--- src/rtl/pem_pkg.sv ---
package pem_pkg;

    localparam int EVT_W   = 20;
    localparam int NUM_EVT = 5;

    // first programmable counter and the two fixed counters
    localparam int FIRST_PROG = 3;
    localparam int FIXED_CYC  = 0;
    localparam int FIXED_INS  = 2;

    // table slots, one per supported event
    localparam int SLOT_CYC  = 0;
    localparam int SLOT_INS  = 1;
    localparam int SLOT_DRD  = 2;
    localparam int SLOT_DWR  = 3;
    localparam int SLOT_ITLB = 4;

    typedef struct packed {
        logic [3:0]  etype;
        logic [15:0] code;
    } evt_idx_t;

    typedef struct packed {
        logic [12:0] cache_id;
        logic [1:0]  op;
        logic        miss;
    } cache_code_t;

    localparam logic [3:0]  TYPE_GEN   = 4'd0;
    localparam logic [3:0]  TYPE_CACHE = 4'd1;
    localparam logic [15:0] CODE_CYC   = 16'd1;
    localparam logic [15:0] CODE_INS   = 16'd2;
    localparam logic [12:0] CID_DTLB   = 13'd3;
    localparam logic [12:0] CID_ITLB   = 13'd4;
    localparam logic [1:0]  OP_RD      = 2'd0;
    localparam logic [1:0]  OP_WR      = 2'd1;

endpackage

--- src/rtl/pem_event_decode.sv ---
module pem_event_decode
    import pem_pkg::*;
(
    input  logic [EVT_W-1:0]   idx,
    output logic [NUM_EVT-1:0] slot_hit
);

    evt_idx_t    fld;
    cache_code_t cc;
    logic        is_cache_miss;

    always_comb begin
        fld           = evt_idx_t'(idx);
        cc            = cache_code_t'(fld.code);
        is_cache_miss = (fld.etype == TYPE_CACHE) && cc.miss;
        slot_hit      = '0;
        slot_hit[SLOT_CYC]  = (fld.etype == TYPE_GEN) && (fld.code == CODE_CYC);
        slot_hit[SLOT_INS]  = (fld.etype == TYPE_GEN) && (fld.code == CODE_INS);
        slot_hit[SLOT_DRD]  = is_cache_miss && (cc.cache_id == CID_DTLB) && (cc.op == OP_RD);
        slot_hit[SLOT_DWR]  = is_cache_miss && (cc.cache_id == CID_DTLB) && (cc.op == OP_WR);
        slot_hit[SLOT_ITLB] = is_cache_miss && (cc.cache_id == CID_ITLB) && (cc.op == OP_RD);
    end

endmodule

--- src/rtl/pem_ctr_gate.sv ---
module pem_ctr_gate
    import pem_pkg::*;
#(
    parameter int                     NUM_CTRS   = 8,
    parameter int                     CTR_W      = 3,
    parameter logic [NUM_CTRS-1:0]    AVAIL_MASK = '1
) (
    input  logic [CTR_W-1:0] ctr,
    output logic             ok
);

    localparam int SPAN = 1 << CTR_W;

    logic [SPAN-1:0] usable;

    for (genvar i = 0; i < SPAN; i++) begin : g_use
        if (i < FIRST_PROG || i >= NUM_CTRS) begin : g_off
            assign usable[i] = 1'b0;
        end else begin : g_on
            assign usable[i] = AVAIL_MASK[i];
        end
    end

    assign ok = usable[ctr];

endmodule

--- src/rtl/pem_table.sv ---
module pem_table
    import pem_pkg::*;
#(
    parameter int CTR_W = 3
) (
    input  logic                          clk,
    input  logic                          rst_n,
    input  logic                          wr_en,
    input  logic [CTR_W-1:0]              wr_ctr,
    input  logic                          wr_ok,
    input  logic                          wr_zero,
    input  logic [NUM_EVT-1:0]            wr_hit,
    output logic [NUM_EVT-1:0]            ent_vld,
    output logic [NUM_EVT-1:0][CTR_W-1:0] ent_ctr,
    output logic                          wr_err
);

    typedef struct packed {
        logic [NUM_EVT-1:0]            vld;
        logic [NUM_EVT-1:0][CTR_W-1:0] ctr;
        logic                          err;
    } tbl_t;

    tbl_t st_d, st_q;

    always_comb begin
        st_d     = st_q;
        st_d.err = 1'b0;
        if (wr_en) begin
            if (!wr_ok) begin
                st_d.err = 1'b1;
            end else if (wr_zero) begin
                for (int e = 0; e < NUM_EVT; e++) begin
                    if (st_q.vld[e] && (st_q.ctr[e] == wr_ctr)) begin
                        st_d.vld[e] = 1'b0;
                    end
                end
            end else if (wr_hit == '0) begin
                st_d.err = 1'b1;
            end else begin
                for (int e = 0; e < NUM_EVT; e++) begin
                    if (wr_hit[e] && !st_q.vld[e]) begin
                        st_d.vld[e] = 1'b1;
                        st_d.ctr[e] = wr_ctr;
                    end
                end
            end
        end
    end

    always_ff @(posedge clk) begin
        if (!rst_n) begin
            st_q <= '0;
        end else begin
            st_q <= st_d;
        end
    end

    assign ent_vld = st_q.vld;
    assign ent_ctr = st_q.ctr;
    assign wr_err  = st_q.err;

    p_bad_ctr_keeps_table_r3: assert property (@(posedge clk) disable iff (!rst_n)
        (wr_en && !wr_ok) |=> ($stable(ent_vld) && $stable(ent_ctr)));

    p_err_needs_write_r2: assert property (@(posedge clk) disable iff (!rst_n)
        wr_err |-> $past(wr_en));

    p_unknown_keeps_table_r2: assert property (@(posedge clk) disable iff (!rst_n)
        (wr_en && wr_ok && !wr_zero && (wr_hit == '0)) |=> ($stable(ent_vld) && $stable(ent_ctr)));

    p_mapped_kept_r5: assert property (@(posedge clk) disable iff (!rst_n)
        (wr_en && wr_ok && !wr_zero && ((wr_hit & ent_vld) != '0)) |=> $stable(ent_ctr));

    for (genvar e = 0; e < NUM_EVT; e++) begin : g_chk
        p_unmap_clears_r6: assert property (@(posedge clk) disable iff (!rst_n)
            (wr_en && wr_ok && wr_zero && ent_vld[e] && (ent_ctr[e] == wr_ctr)) |=> !ent_vld[e]);
    end

endmodule

--- src/rtl/pem_router.sv ---
module pem_router
    import pem_pkg::*;
#(
    parameter int NUM_CTRS = 8,
    parameter int CTR_W    = 3
) (
    input  logic                          clk,
    input  logic                          rst_n,
    input  logic                          evt_valid,
    input  logic [NUM_EVT-1:0]            evt_hit,
    input  logic [NUM_EVT-1:0]            ent_vld,
    input  logic [NUM_EVT-1:0][CTR_W-1:0] ent_ctr,
    output logic [NUM_CTRS-1:0]           inc_vec,
    output logic                          drop
);

    typedef struct packed {
        logic [NUM_CTRS-1:0] inc;
        logic                drop;
    } rt_t;

    rt_t rt_d, rt_q;
    logic [NUM_EVT-1:0] live;

    always_comb begin
        live      = evt_hit & ent_vld;
        rt_d      = '0;
        if (evt_valid) begin
            for (int c = 0; c < NUM_CTRS; c++) begin
                for (int e = 0; e < NUM_EVT; e++) begin
                    if (live[e] && (ent_ctr[e] == CTR_W'(c))) begin
                        rt_d.inc[c] = 1'b1;
                    end
                end
            end
            rt_d.drop = (live == '0);
        end
    end

    always_ff @(posedge clk) begin
        if (!rst_n) begin
            rt_q <= '0;
        end else begin
            rt_q <= rt_d;
        end
    end

    assign inc_vec = rt_q.inc;
    assign drop    = rt_q.drop;

    p_inc_onehot_r7: assert property (@(posedge clk) disable iff (!rst_n)
        $onehot0(inc_vec));

    p_inc_needs_event_r7: assert property (@(posedge clk) disable iff (!rst_n)
        (inc_vec != '0) |-> $past(evt_valid));

    p_drop_excludes_inc_r8: assert property (@(posedge clk) disable iff (!rst_n)
        drop |-> (inc_vec == '0));

    p_drop_needs_event_r8: assert property (@(posedge clk) disable iff (!rst_n)
        drop |-> $past(evt_valid));

endmodule

--- src/rtl/perf_event_mapper.sv ---
module perf_event_mapper
    import pem_pkg::*;
#(
    parameter int                  NUM_CTRS   = 8,
    parameter int                  CTR_W      = $clog2(NUM_CTRS),
    parameter int                  SEL_W      = 32,
    parameter logic [NUM_CTRS-1:0] AVAIL_MASK = NUM_CTRS'('hD8)
) (
    input  logic                clk,
    input  logic                rst_n,
    input  logic                cfg_wr_en,
    input  logic [CTR_W-1:0]    cfg_wr_ctr,
    input  logic [SEL_W-1:0]    cfg_wr_val,
    output logic                cfg_wr_err,
    input  logic                evt_valid,
    input  logic [EVT_W-1:0]    evt_id,
    output logic [NUM_CTRS-1:0] inc_vec,
    output logic                evt_drop,
    input  logic [CTR_W-1:0]    qry_ctr,
    output logic                qry_is_cycles,
    output logic                qry_is_instret
);

    logic [NUM_EVT-1:0]            wr_hit;
    logic [NUM_EVT-1:0]            ev_hit;
    logic [NUM_EVT-1:0]            ent_vld;
    logic [NUM_EVT-1:0][CTR_W-1:0] ent_ctr;
    logic                          wr_ok;
    logic                          wr_zero;

    assign wr_zero = (cfg_wr_val == '0);

    pem_event_decode u_wr_dec (
        .idx      (cfg_wr_val[EVT_W-1:0]),
        .slot_hit (wr_hit)
    );

    pem_event_decode u_ev_dec (
        .idx      (evt_id),
        .slot_hit (ev_hit)
    );

    pem_ctr_gate #(
        .NUM_CTRS   (NUM_CTRS),
        .CTR_W      (CTR_W),
        .AVAIL_MASK (AVAIL_MASK)
    ) u_gate (
        .ctr (cfg_wr_ctr),
        .ok  (wr_ok)
    );

    pem_table #(
        .CTR_W (CTR_W)
    ) u_table (
        .clk     (clk),
        .rst_n   (rst_n),
        .wr_en   (cfg_wr_en),
        .wr_ctr  (cfg_wr_ctr),
        .wr_ok   (wr_ok),
        .wr_zero (wr_zero),
        .wr_hit  (wr_hit),
        .ent_vld (ent_vld),
        .ent_ctr (ent_ctr),
        .wr_err  (cfg_wr_err)
    );

    pem_router #(
        .NUM_CTRS (NUM_CTRS),
        .CTR_W    (CTR_W)
    ) u_router (
        .clk       (clk),
        .rst_n     (rst_n),
        .evt_valid (evt_valid),
        .evt_hit   (ev_hit),
        .ent_vld   (ent_vld),
        .ent_ctr   (ent_ctr),
        .inc_vec   (inc_vec),
        .drop      (evt_drop)
    );

    // monitor query: fixed counters always answer for their own event
    always_comb begin
        qry_is_cycles  = (qry_ctr == CTR_W'(FIXED_CYC)) ||
                         (ent_vld[SLOT_CYC] && (ent_ctr[SLOT_CYC] == qry_ctr));
        qry_is_instret = (qry_ctr == CTR_W'(FIXED_INS)) ||
                         (ent_vld[SLOT_INS] && (ent_ctr[SLOT_INS] == qry_ctr));
    end

    p_fixed_cycles_r9: assert property (@(posedge clk) disable iff (!rst_n)
        (qry_ctr == CTR_W'(FIXED_CYC)) |-> qry_is_cycles);

    p_fixed_instret_r10: assert property (@(posedge clk) disable iff (!rst_n)
        (qry_ctr == CTR_W'(FIXED_INS)) |-> qry_is_instret);

    p_accept_no_err_r4: assert property (@(posedge clk) disable iff (!rst_n)
        (cfg_wr_en && wr_ok && (wr_zero || (wr_hit != '0))) |=> !cfg_wr_err);

endmodule

--- config.mk ---
export PLATFORM = sky130hd
export DESIGN_NAME = perf_event_mapper
export DESIGN_NICKNAME = d
export VERILOG_FILES = /design/src/rtl/pem_pkg.sv /design/src/rtl/pem_event_decode.sv /design/src/rtl/pem_ctr_gate.sv /design/src/rtl/pem_table.sv /design/src/rtl/pem_router.sv /design/src/rtl/perf_event_mapper.sv
export SDC_FILE = /design/constraint.sdc
export NUM_CORES = 1
export LEC_CHECK = 0
export ABC_AREA = 0
export BUFFER_PORTS_ARGS = -buffer_cell sky130_fd_sc_hd__buf_2
export CAP_MARGIN = 20
export CORE_ASPECT_RATIO = 0.5
export CORE_MARGIN = 5
export CORE_UTILIZATION = 35
export DETAILED_ROUTE_END_ITERATION = 8
export SETUP_SLACK_MARGIN = 0.4
export SYNTH_ARGS = -nofsm -noshare
export SYNTH_HDL_FRONTEND = slang
export SYNTH_HIERARCHICAL = 1
export SYNTH_SLANG_ARGS = --single-unit
--- constraint.sdc ---
create_clock -name clk -period 1.87 [get_ports clk]
set_input_delay 0.2805 -clock clk [delete_from_list [all_inputs] [get_ports clk]]
set_output_delay 0.2805 -clock clk [all_outputs]
set_load 0.01 [all_outputs]
== Yosys cells after proc, flatten, opt, wreduce, memory -nomap -nowiden ==
Memory sizes are Yosys's and may differ from the RTL's.
Index checks and enable logic that the tools add are counted.
Word-level totals
  bits of input ports: 62
  memories: 1
  ROM bits: 8
  logic and storage cells: 245
  output and inout port bits: 12
  register bits: 30
Memories
  (name not given): depth 8, bits a word 1, rd ports 1, clocked after memory_dff 0, write ports 0, RTL line pem_ctr_gate.sv:24  | assign ok = usable[ctr];
Cells by class
  reductions and logical operators: 105
  equal/unequal tests: 61
  bitwise gates (word level): 3
  multiplexer cells: 61
  magnitude comparators: 1
Operator list (number)
  $logic_and A1 B1 Y1: 68
  $eq A3 B3 Y1 const B: 20
  $mux W1: 54
  $reduce_and A5 Y1: 10
  $eq A3 B2 Y1 const B: 11
  $eq A16 B1 Y1 const B: 2
  $eq A16 B2 Y1 const B: 2
  $logic_not A32 Y1: 1
  $eq A13 B2 Y1 const B: 2
  $eq A13 B3 Y1 const B: 2
  $eq A3 B3 Y1: 7
  $mux W20: 1
  $logic_not A3 Y1: 6
  $eq A3 B1 Y1 const B: 5
  $mux W3: 5
  $logic_not A5 Y1: 2
  $ne A2 B2 Y1 const B: 5
  $reduce_bool A2 Y1: 5
  $eq A4 B1 Y1 const B: 2
  $logic_not A4 Y1: 2
  $and A5 B5 Y5: 1
  $logic_not A1 Y1: 5
  $mux W5: 1
  $eq A2 B1 Y1 const B: 2
  other kinds (6): 10

== Logic depth before layout (Yosys ltp) ==
  depth in word-level cells: 11
  mapped depth: 7
  gate-level depth less buffers: 6

== Cells and area by module ==
Netlist, hierarchy kept.
Modules (own cells, without submodules)
  pem_table: sequential area each 420.4 um2, instances 1, cells each 119, area each 1039.7 um2
  pem_router: sequential area each 180.2 um2, instances 1, cells each 82, area each 669.4 um2
  pem_event_decode: sequential area each 0.0 um2, instances 2, cells each 19, area each 127.6 um2
  perf_event_mapper: sequential area each 0.0 um2, instances 1, cells each 23, area each 156.4 um2
  pem_ctr_gate: sequential area each 0.0 um2, instances 1, cells each 1, area each 15.0 um2

== Worst setup path after synthesis ==
No wires, ideal clock.
  kind: input port to flip-flop
  start: input port evt_id[8]
  end: register u_router.rt_q, in the netlist u_router/inc_vec[0]
  arrival time: 1.763 ns
  buffers on the path: 0
  required time: 1.789 ns
  stages on the path: 5
  slack: 0.026 ns
  path through: or4_4 > nor4_1 > nand2_1 > or4_1 > a41oi_1
On the way
  elaborated cells between the ends (all ways): 22
  those cells by class: 4 x eq/ne; 5 x mux; 1 x bitwise; 12 x reduce/logical
RTL lines
  from (decl): RTL line perf_event_mapper.sv:16  | input logic [EVT_W-1:0] evt_id,
  $eq A13 B2 Y1: RTL line pem_event_decode.sv:19  | slot_hit[SLOT_DRD] = is_cache_miss && (cc.cache_id == CID_DTLB) && (cc.op == OP_RD);
  $logic_and A1 B1 Y1 (2 in series): RTL line pem_event_decode.sv:19
  named net ev_hit[2]: RTL line perf_event_mapper.sv:25  | logic [NUM_EVT-1:0] ev_hit;
  $and A5 B5 Y5: RTL line pem_router.sv:26  | live = evt_hit & ent_vld;
  $logic_and A1 B1 Y1: RTL line pem_router.sv:31  | if (live[e] && (ent_ctr[e] == CTR_W'(c))) begin
  $mux W1 (3 in series): RTL line pem_router.sv:31
  to (signal assigned): RTL line pem_router.sv:44  | rt_q <= rt_d;
  to (decl): RTL line pem_router.sv:22  | rt_t rt_d, rt_q;
The timed path passes the listed nets, and every way through them passes these cells.
A chain may end at the register's enable or synchronous reset.

== Worst setup path after layout ==
  start: input port evt_id[2]
  end: register u_router.rt_q, in the netlist u_router/inc_vec[0]
On the way
  word-level cells in the longest chain between the ends: 9
  elaborated cells between the ends (all ways): 20
  those cells by class: 3 x eq/ne; 5 x mux; 1 x bitwise; 11 x reduce/logical
Ends and longest elaborated chain
  $eq A16 B1 Y1: RTL line pem_event_decode.sv:17  | slot_hit[SLOT_CYC] = (fld.etype == TYPE_GEN) && (fld.code == CODE_CYC);
  $logic_and A1 B1 Y1: RTL line pem_event_decode.sv:17
  named net ev_hit[0]: RTL line perf_event_mapper.sv:25
  $and A5 B5 Y5: RTL line pem_router.sv:26
  $logic_and A1 B1 Y1: RTL line pem_router.sv:31
  $mux W1 (5 in series): RTL line pem_router.sv:31
The timed path passes the listed nets, and every way through them passes these cells.

==> tab_implementation.tex <==
\begin{tabular}{lr}
\hline
Metric & Value \\
\hline
\multicolumn{2}{l}{\textbf{Status}} \\
\quad Status & complete, no violations \\
\multicolumn{2}{l}{\textbf{Routing}} \\
\quad Routed via count & 2657 \\
\quad Count of antenna-violating nets left after detailed routing & 0 \\
\quad Routed wirelength normalized by instance count & approximately 17 microns \\
\quad Routed length on met1 & about 3300 microns \\
\quad Metal2 WL & approximately 3700 microns \\
\quad Total wire length & between 7000 and 8000 microns \\
\quad Sum of met3 wire segment lengths after detailed routing & 597 microns \\
\quad Uppermost metal layer occupied by signal nets & met4 \\
\quad First-pass detailed-route iteration total & 4 \\
\quad Drt via density & just under 6 \\
\quad Number of remaining DRC errors & 0 \\
\quad Violation count after the first detailed-route iteration & about 120 \\
\multicolumn{2}{l}{\textbf{Floorplanning}} \\
\quad Width of the chip & between 100 and 150 microns \\
\quad Area of the placeable core & between 6000 and 7000 sq um \\
\quad Die Y-Extent & between 60 and 70 microns \\
\quad Cell Rows & 20 \\
\quad Initial Util & 0.356 \\
\quad Top-level port count & 74 \\
\quad Floorplan die area & 7860 sq um \\
\multicolumn{2}{l}{\textbf{Global routing}} \\
\quad Number of global-route vias before repair & 2583 \\
\quad Total global routing track utilization & 0.189 \\
\quad Maximum number of pins on one net before global-route repair & 15 \\
\quad Grt total ovfl & 0 \\
\quad First-pass GRT wire length & 12100 microns \\
\quad Number of antenna violations at the first check in global routing & 0 \\
\multicolumn{2}{l}{\textbf{Cells and area}} \\
\quad ANT cells & 0 \\
\quad NumNets Final & 439 \\
\quad Multi-input logic area & approximately 1900 sq um \\
\quad Fraction of layout instances using a drive strength above 1 & 0.525 \\
\quad Area growth from synthesis to final layout & 69.9\% \\
\quad Number of fill cells in the layout & 536 \\
\quad Post-route core utilization & 0.604 \\
\quad Reg area & 623 sq um \\
\quad Final instance area & 3630 sq um \\
\multicolumn{2}{l}{\textbf{Yosys}} \\
\quad Share of synthesized flip-flops with an asynchronous set or reset & 0 \\
\quad Sequential area share after synthesis & 0.281 \\
\quad Post-synthesis average cell area & about 8.1 sq um \\
\quad Nets in the synthesized netlist & around 330 \\
\quad Number of synthesized flops with an enable pin & 0 \\
\quad Main area contributors after synthesis & sky130\_fd\_sc\_hd\_\_dfxtp\_1 (28\%), sky130\_fd\_sc\_hd\_\_xor2\_1 (4.9\%), sky130\_fd\_sc\_hd\_\_nand3\_1 (4.5\%) \\
\quad Synthesis Warnings & 6 \\
\quad Post-synth top area share & 0.281 \\
\quad Post-Synthesis Cell Area & about 2100 sq um \\
\quad Count of distinct cell types in the synthesized netlist & between 40 and 50 \\
\quad Flip-flop and latch count after synthesis & 30 \\
\quad Most used DFF post-synth & sky130\_fd\_sc\_hd\_\_dfxtp\_1 \\
\quad Synth Instances & about 260 \\
\quad Library cell occupying the most area in the post-synthesis netlist & sky130\_fd\_sc\_hd\_\_dfxtp\_1 \\
\multicolumn{2}{l}{\textbf{Hold path}} \\
\quad Beginning of the worst hold path & rst\_n \\
\quad Hold WC Path Type & in2reg \\
\multicolumn{2}{l}{\textbf{STA}} \\
\quad Final setup slack of the worst path & about 0.013 ns \\
\quad Setup repair after global routing missed its margin & true \\
\quad Slew at the pin closest to its max-slew limit & between 0.4 and 0.5 ns \\
\quad Post-layout minimum cycle time & around 1.9 ns \\
\quad Max-slew violations & 0 \\
\quad Sum Neg Setup Slack & 0 ns \\
\quad Clock Skew & 0.00521 ns \\
\quad Count of final setup violators & 0 \\
\quad Ratio of final minimum period to clock period & 0.993 \\
\quad Worst slew margin & 0.703 \\
\quad Number of hold-slack violations in the final timing report & 0 \\
\quad Highest attainable clock frequency & roughly 540 MHz \\
\multicolumn{2}{l}{\textbf{Run}} \\
\quad Total of max-cap violations & 0 \\
\multicolumn{2}{l}{\textbf{Place}} \\
\quad Weighted congestion at the end of routability-driven global placement & around 0.88 \\
\quad Post-placement worst setup slack & -0.236 ns \\
\quad Dpl hpwl & 5400 microns \\
\quad Buffers added on ports & 73 \\
\quad DP Area & approximately 2900 sq um \\
\multicolumn{2}{l}{\textbf{Clocking}} \\
\quad Maximum level of the CTS H-tree & 2 \\
\quad Latest clock arrival within the worst-skew pair & $\sim$0.28 ns \\
\quad Clock root buffer & sky130\_fd\_sc\_hd\_\_clkbuf\_16 \\
\quad CTS clk-pin slew, worst paths & around 0.050 ns \\
\quad Clock Tree Buf Depth & 2 \\
\quad CTS buffer count & 5 \\
\quad Num Clock Sinks & 30 \\
\quad Clock tree from TritonCTS & yes \\
\multicolumn{2}{l}{\textbf{Worst setup path}} \\
\quad CP Buf/Inv Count & 1 \\
\quad Source of the worst register-to-register timing path & u\_table/ent\_vld[0] \\
\quad Crit end category & flop \\
\quad Worst-path cell with the longest stage delay & sky130\_fd\_sc\_hd\_\_or4\_4 \\
\quad Crit path cell chain & buf\_6 > or4\_4 > nor4b\_4 > nand2\_1 > or4\_4 > a41oi\_2 \\
\quad Peak fanout along the critical path & 3 \\
\quad Startpoint of the most critical setup path & evt\_id[2] \\
\quad Worst setup slack for register-to-register paths & 0.58 ns \\
\quad Kind of cell adding the most delay to the critical path & simple AND/OR/NAND/NOR gates \\
\quad Worst Path Required & $\sim$2.1 ns \\
\quad Slowest cell delay on critical path & around 0.58 ns \\
\quad Arrival time reported for the critical path endpoint & approximately 2.1 ns \\
\quad Cell repeated most along the worst path & sky130\_fd\_sc\_hd\_\_or4\_4 \\
\quad Type of the worst setup path & in2reg \\
\quad CP startpoint kind & input port \\
\multicolumn{2}{l}{\textbf{Pwr}} \\
\quad Cell leakage power & roughly 1.4 nW \\
\quad Post-layout total power & between 0.0015 and 0.002 W \\
\quad Power per unit of standard cell area & roughly 510 nW/um\^{}2 \\
\quad Worst vdd rail ir drop & $\sim$0.00028 V \\
\hline
\end{tabular}
==> cells in the mapped netlist (3+ instances only) <==
cell type,number
sky130_fd_sc_hd__nor2b_1,5
sky130_fd_sc_hd__o32a_1,4
sky130_fd_sc_hd__inv_1,7
sky130_fd_sc_hd__nor4_1,15
sky130_fd_sc_hd__and4b_1,4
sky130_fd_sc_hd__nand4b_1,4
sky130_fd_sc_hd__dfxtp_1,30
sky130_fd_sc_hd__buf_2,6
sky130_fd_sc_hd__a32oi_1,5
sky130_fd_sc_hd__and3b_1,3
sky130_fd_sc_hd__a21oi_1,17
sky130_fd_sc_hd__mux2i_1,3
sky130_fd_sc_hd__or4_1,3
sky130_fd_sc_hd__nand2_1,18
sky130_fd_sc_hd__nand3b_1,7
sky130_fd_sc_hd__o21ai_0,15
sky130_fd_sc_hd__nand4_1,10
sky130_fd_sc_hd__a31oi_1,5
sky130_fd_sc_hd__and3_1,4
sky130_fd_sc_hd__xor2_1,12
sky130_fd_sc_hd__nand2b_1,3
sky130_fd_sc_hd__xnor2_1,9
sky130_fd_sc_hd__nor4_2,3
sky130_fd_sc_hd__nor3_1,11
sky130_fd_sc_hd__nand3_1,19
sky130_fd_sc_hd__nor2_1,10
==> report_power, final <==
part | leakage [nW] | switching (W) | internal (W)
Clock | 0.0829 | 0.000287 | 0.000656
Sequential | 0.248 | 0.000000426 | 0.000635
Combinational | 1.03 | 0.000142 | 0.000134
==> tightest hold or removal path, cell delays in order <==
cell	delay [ns]
sky130_fd_sc_hd__buf_2	0.17
sky130_fd_sc_hd__o21ai_0	0.09
sky130_fd_sc_hd__a21oi_1	0.04
==> sequential cells by signal, summed over array words and instances, names as in the netlist <==
name              flops
u_table/wr_err        1
u_router/drop         1
u_router/inc_vec      8
u_table/ent_vld       5
u_table/ent_ctr      15
==> metal layers <==
layer / track usage / vias to the layer above
met5: 0 / -
met4: 0.0678 / 0
met3: 0.0499 / 21
met2: 0.320 / 115
li1: - / 1253
met1: 0.234 / 1268
==> final cells by class <==
| class | count | share of cell area |
|---|---|---|
| multi-input combinational | 218 | 0.524 |
| timing repair buffer | 115 | 0.224 |
| sequential | 30 | 0.172 |
| clock buffer | 6 | 0.0383 |
| clock inverter | 1 | 0.00828 |
| inverter | 7 | 0.00724 |
| tap | 77 | 0.0266 |
==> final timing paths <==
kind,end,cells past startpoint
min,u_table/ent_vld[3],3
max,u_router/inc_vec[0],6
min reg2reg,u_table/ent_ctr[4],2
max reg2reg,u_router/inc_vec[0],3
==> cell usage in the layout (no fill, tap or decap), drive strengths merged, types with 3 or more instances in the layout <==
cell      n
nand4b    4
dfxtp    30
a32oi     5
o32a      4
nor4b     4
xor2     12
nand3b    7
nand2b    3
a31oi     5
mux2i     3
clkbuf    6
xnor2     9
nor3     11
nor2     10
and3b     3
a41oi     3
nor2b     6
nand3    19
nor4     18
nand4    10
o21ai    15
nand2    18
or4       5
buf     115
inv       7
and3      4
a21oi    17
and4b     5
==> cell families after synthesis <==
logic type                synth area share
AOI/OAI and AO/OA                    0.185
xor gates and xnor gates            0.0861
and+or+nand+nor                      0.397
buffers and inverters               0.0299
muxes                               0.0211
DFF                                  0.281
==> what timing repair did <==
item / in CTS / in global routing
buffers inserted: 4 / 17
resized for setup: 45 / 59
hold buffers: 0 / 0
pin swaps: 18 / 36
endpoints found under the hold margin: 0 / 0
setup endpoints to repair: 31 / 32
gates cloned: 1 / 0
==> per-stage QoR <==
step	hold WS (ns)	std cells
2_1_floorplan	0.464	263
3_3_place_gp	0.508	425
3_5_place_dp	0.529	425
4_1_cts	0.357	437
5_1_grt	0.379	454
6_report	0.364	454
No activity file was read; power rests on OpenSTA's default activity.
